==> src/rtl/fdc_ovr_pkg.sv <==
package fdc_ovr_pkg;
    localparam int NUM_DRV   = 2;
    localparam int CFG_W     = 8;
    localparam int FWP_BIT   = 2;

    typedef enum logic {
        FC_IDLE   = 1'b0,
        FC_FORCED = 1'b1
    } fchg_state_t;
endpackage

==> src/rtl/fdc_ovr_flag.sv <==
module fdc_ovr_flag
    import fdc_ovr_pkg::*;
(
    input  logic clk,
    input  logic rst_n,
    input  logic set_req,
    input  logic clr_cond,
    output logic forced
);
    fchg_state_t state_q, state_d;

    always_comb begin
        state_d = state_q;
        unique case (state_q)
            FC_IDLE:   if (set_req && !clr_cond) state_d = FC_FORCED; // SET
            FC_FORCED: if (clr_cond)             state_d = FC_IDLE;   // CLEAR
            default:                             state_d = FC_IDLE;
        endcase
    end

    always_ff @(posedge clk or negedge rst_n) begin
        if (!rst_n) state_q <= FC_IDLE;
        else        state_q <= state_d;
    end

    always_comb begin
        forced = (state_q == FC_FORCED);
    end
endmodule

==> src/rtl/fdc_ovr_status.sv <==
module fdc_ovr_status
    import fdc_ovr_pkg::*;
(
    input  logic [NUM_DRV-1:0] ds_n,
    input  logic [NUM_DRV-1:0] force_chg,
    input  logic               force_wp,
    input  logic               dskchg_n_pin,
    input  logic               wp_n_fdd,
    input  logic               wp_n_pport,
    input  logic               wp_src_sel,
    output logic               dskchg_n_int,
    output logic               dir_dskchg,
    output logic               wrtprt_n_int
);
    logic [NUM_DRV-1:0] dir_term;
    logic [NUM_DRV-1:0] sel_forced;
    logic               any_sel;
    logic               wp_src_n;

    generate
        for (genvar d = 0; d < NUM_DRV; d++) begin : g_drv
            assign dir_term[d]   = ds_n[d] & force_chg[d];
            assign sel_forced[d] = ~ds_n[d] & force_chg[d];
        end
    endgenerate

    always_comb begin
        any_sel      = ~&ds_n;
        wp_src_n     = wp_src_sel ? wp_n_pport : wp_n_fdd;
        dir_dskchg   = (|dir_term) | dskchg_n_pin;
        dskchg_n_int = dskchg_n_pin & ~(|sel_forced);
        wrtprt_n_int = wp_src_n & ~(force_wp & any_sel);
    end
endmodule

==> src/rtl/fdc_status_override.sv <==
module fdc_status_override
    import fdc_ovr_pkg::*;
(
    input  logic             clk,
    input  logic             rst_n,
    input  logic             cfg_wr,
    input  logic [CFG_W-1:0] cfg_wdata,
    output logic [CFG_W-1:0] cfg_rdata,
    input  logic [1:0]       ds_n,
    input  logic             step_n,
    input  logic             dskchg_n_pin,
    input  logic             wp_n_fdd,
    input  logic             wp_n_pport,
    input  logic             wp_src_sel,
    output logic             dskchg_n_int,
    output logic             dir_dskchg,
    output logic             wrtprt_n_int
);
    logic [NUM_DRV-1:0] force_chg;
    logic               force_wp_q;

    generate
        for (genvar d = 0; d < NUM_DRV; d++) begin : g_flag
            fdc_ovr_flag u_flag (
                .clk      (clk),
                .rst_n    (rst_n),
                .set_req  (cfg_wr & cfg_wdata[d]),
                .clr_cond (step_n & ds_n[d]),
                .forced   (force_chg[d])
            );
        end
    endgenerate

    always_ff @(posedge clk or negedge rst_n) begin
        if (!rst_n)      force_wp_q <= 1'b0;
        else if (cfg_wr) force_wp_q <= cfg_wdata[FWP_BIT];
    end

    always_comb begin
        cfg_rdata                     = '0;
        cfg_rdata[NUM_DRV-1:0]        = force_chg;
        cfg_rdata[FWP_BIT]            = force_wp_q;
    end

    fdc_ovr_status u_status (
        .ds_n         (ds_n),
        .force_chg    (force_chg),
        .force_wp     (force_wp_q),
        .dskchg_n_pin (dskchg_n_pin),
        .wp_n_fdd     (wp_n_fdd),
        .wp_n_pport   (wp_n_pport),
        .wp_src_sel   (wp_src_sel),
        .dskchg_n_int (dskchg_n_int),
        .dir_dskchg   (dir_dskchg),
        .wrtprt_n_int (wrtprt_n_int)
    );
endmodule

==> config.mk <==
export PLATFORM = sky130hd
export DESIGN_NAME = fdc_status_override
export DESIGN_NICKNAME = d
export VERILOG_FILES = /design/src/rtl/fdc_ovr_pkg.sv /design/src/rtl/fdc_ovr_flag.sv /design/src/rtl/fdc_ovr_status.sv /design/src/rtl/fdc_status_override.sv
export SDC_FILE = /design/constraint.sdc
export NUM_CORES = 1
export LEC_CHECK = 0
export BUFFER_PORTS_ARGS = -buffer_cell sky130_fd_sc_hd__buf_4
export CORE_AREA = 2 2 39 41
export DETAILED_ROUTE_END_ITERATION = 6
export DIE_AREA = 0 0 41 43
export HOLD_SLACK_MARGIN = 0.03
export PLACE_DENSITY_LB_ADDON = 0.3
export SETUP_SLACK_MARGIN = 0.02
export SLEW_MARGIN = 0
export SYNTH_ARGS = -nofsm -noshare
export SYNTH_HDL_FRONTEND = slang
export SYNTH_SLANG_ARGS = --single-unit
==> constraint.sdc <==
create_clock -name clk -period 1.65 [get_ports clk]
set_input_delay 0.165 -clock clk [delete_from_list [all_inputs] [get_ports clk]]
set_output_delay 0.165 -clock clk [all_outputs]
set_load 0.02 [all_outputs]
==> impl_metrics.py <==
metrics = {
    "timing": {
        "holdWs_ns": 0.1108,
        "fmax_mhz": 770.5,
        "period_needed_ns": 1.298,
        "final_hold_viol_count": 0,
        "tns_ns": 0,
        "clock_skew_ns": 0,
        "rsz0062_at_grt": "false",
        "period_share_pct": 78.66,
        "setup_viol": 0,
        "finalMaxSlewViolations": 0,
    },
    "worst_setup_path": {
        "path_cells": "a221o_1, buf_4",
        "cp.arrival_ns": 1.13,
        "worstPathRequired_ns": 1.48,
        "rr_startpoint": "force_wp_q$_DFFE_PN0P_",
        "end_kind": "primary output",
        "slowest_delay_ns": 0.40,
        "slowest_stage": "dfrtp_1",
        "cp.buffers_inverters": 1,
        "path_delay_family": "flip-flops",
        "r2r_end": "force_wp_q$_DFFE_PN0P_",
        "critPathLaunchType": "flop",
        "r2r_cells": 1,
        "critPathKind": "reg2out",
        "worst-path-max-fanout": 4,
        "ff2ff_setup_slack_ns": 0.89,
    },
    "die": {
        "die_w_um": 41,
        "initial_core_util_pct": 15.73,
        "die_h_um": 43,
        "dieArea_um2": 1763,
        "io_pins": 29,
        "coreArea_um2": 1384,
        "rows": 14,
    },
    "finish": {
        "n_fill_cell": 161,
        "antenna_cells": 0,
        "multi_input_area_um2": 90.09,
        "final_layout_size_suffix_gt1_share_pct": 53.49,
        "nNetsFinal": 62,
        "areaGrowthSynthToFinish_pct": 67.24,
        "seqCellArea_um2": 75.07,
    },
    "detailed_routing": {
        "drt-vias-per-instance": 3.593,
        "wirelength_um": 500,
        "wl_per_cell_um": 8.475,
        "via_count": 212,
        "drt_iter0_drc": 1,
        "antenna_left": 0,
        "drcViolationCount": 0,
        "dr.pass1.iters": 2,
    },
    "status": {
        "status": "finished, final reports clean",
    },
    "synth": {
        "synth-edff-count": 0,
        "ys_ff_latch": 3,
        "yosysTopAreaCell": "dfrtp_1",
        "synth_top_family_by_area": "buffers and inverters",
        "synthAdderAreaFrac_pct": 0,
        "synth_flop_cell": "dfrtp_1",
        "synth_xor_area_share_pct": 0,
        "synthDistinctLibCells": 10,
        "synth_area_um2": 217.7,
        "synth-compound-area-share_pct": 21.26,
        "synth_simple_gate_area_share_pct": 1.724,
        "synth_top_area_share_pct": 34.48,
        "synth_cells": 24,
        "ys_top_cells_by_area": "dfrtp_1 34%, buf_4 28%, a21oi_1 11%",
        "synth_most_common_cell": "buf_4",
        "muxShareOfSynthArea_pct": 9.770,
        "yosys-top-cells-count": "8 x buf_4, 5 x a21oi_1, 3 x dfrtp_1, 2 x inv_1",
        "async_flop_share_pct": 100.0,
        "yosysSeqAreaShare_pct": 34.48,
        "yosysWarnings": 0,
        "avgSynthCellArea_um2": 9.071,
    },
    "power": {
        "power_leakage_nw": 0.1933,
        "irDropWorstVdd_uv": 235.0,
        "switchingPower_mw": 0.09441,
        "p_per_area_nw_per_um2": 870.5,
        "combinationalPowerShare_pct": 31.6,
        "seqPwrFrac_pct": 28.3,
        "power.share.clock_pct": 40.2,
        "internal_power_mw": 0.2225,
        "switching_share_pct": 29.79,
    },
    "cts": {
        "cts_made_buffers": 3,
        "cts_root_buffer": "clkbuf_4",
        "cts.reportedPaths.clkPinSlew_ns": 0.04,
        "post_cts_buffers": 0,
        "cts_tree": "yes",
        "clkLatencyLatePin_ns": 0.23,
        "clock_path_buffers": 2,
        "cts_sinks": 3,
        "cts_max_level": 1,
    },
    "run": {
        "drv_cap": 0,
    },
    "grt": {
        "grt_pass1_vias": 182,
        "grt_max_degree": 5,
        "grt_overflow": 0,
        "grt_first_pass_wirelength_um": 731,
        "groute.usage.overall_pct": 7.143,
        "antenna_found_initial": 0,
    },
    "min_path": {
        "hold_depth": 2,
        "holdPathEnd": "g_flag[0].u_flag.forced$_DFF_PN0_",
        "worstHoldStart": "step_n",
        "hp-class": "in2reg",
    },
    "placement": {
        "gp_congestion": 0.5552,
        "numPortBuffers": 18,
    },
}
[power by group through the flow]
stage	combinational, mW	sequential [mW]	clock (mW)
finish	0.100	0.0896	0.127
detailed placement	0.0995	0.0909	0
floorplan	0.0692	0.0888	0
CTS	0.101	0.0900	0.136
global route	0.109	0.0915	0.143
global placement	0.0995	0.0912	0
[registers in the layout (all words and copies together), names as in the netlist]
| name | cells |
|---|---|
| g_flag.u_flag.forced | 2 |
| force_wp_q | 1 |
[per-stage QoR]
step                      power, mW  util (%)  area (um2)  worst slack, ns  cells
after floorplan              0.1580         -       232.7           0.6746     28
after global placement       0.1907     23.69       327.8           0.5854     54
after detailed placement     0.1904     23.69       327.8           0.5910     54
after CTS                    0.3272     26.31       364.1           0.3387     59
after global routing         0.3441     26.31       364.1           0.3033     59
final                        0.3170     26.31       364.1           0.3521     59
[per-layer routing]
metal / vias to the layer above / global-route usage, % / share of wire (%)
li1: 108 / - / -
met1: 92 / 6.149 / 35
met2: 12 / 9.688 / 52
met3: 0 / 7.853 / 13
met4: 0 / 4.000 / 0
met5: - / 0 / 0
[final cells by class]
class                      instances  share of cell area (%)
clock buffer                       4                   7.216
inverter                           2                   2.062
multi-input combinational         15                   24.74
sequential                         3                   20.62
tap                               16                   5.498
timing repair buffer              19                   39.86
[cell families after synthesis]
logic type / Yosys count
compound gates: 7
buf+inv: 10
flops: 3
mux: 2
other cells: 1
simple gates: 1
[worst max path at each step]
stage                                                 start          to  slack (ns)  cells after the start
after floorplan           g_flag[1].u_flag.forced$_DFF_PN0_  dir_dskchg        0.67                      1
after global placement    g_flag[1].u_flag.forced$_DFF_PN0_  dir_dskchg        0.59                      2
after detailed placement  g_flag[1].u_flag.forced$_DFF_PN0_  dir_dskchg        0.59                      2
after CTS                 g_flag[1].u_flag.forced$_DFF_PN0_  dir_dskchg        0.34                      2
after global routing      g_flag[1].u_flag.forced$_DFF_PN0_  dir_dskchg        0.30                      2
final                     g_flag[1].u_flag.forced$_DFF_PN0_  dir_dskchg        0.35                      2
[cell usage in the layout (no fill, tap or decap)]
master	n
buf_4	18
a21oi_1	5
conb_1	5
clkbuf_4	3
dfrtp_1	3
inv_1	2
a221o_1	1
o221a_2	1
nand2_1	1
mux2i_1	1
mux2_2	1
clkbuf_1	1
dlygate4sd3_1	1
[repair_timing]
| action | in CTS | in global routing |
|---|---|---|
| hold endpoints to repair | 3 | 0 |
| gates resized for setup | 0 | 0 |
| hold buffers | 1 | 0 |
(Power assumes the default switching activity.)
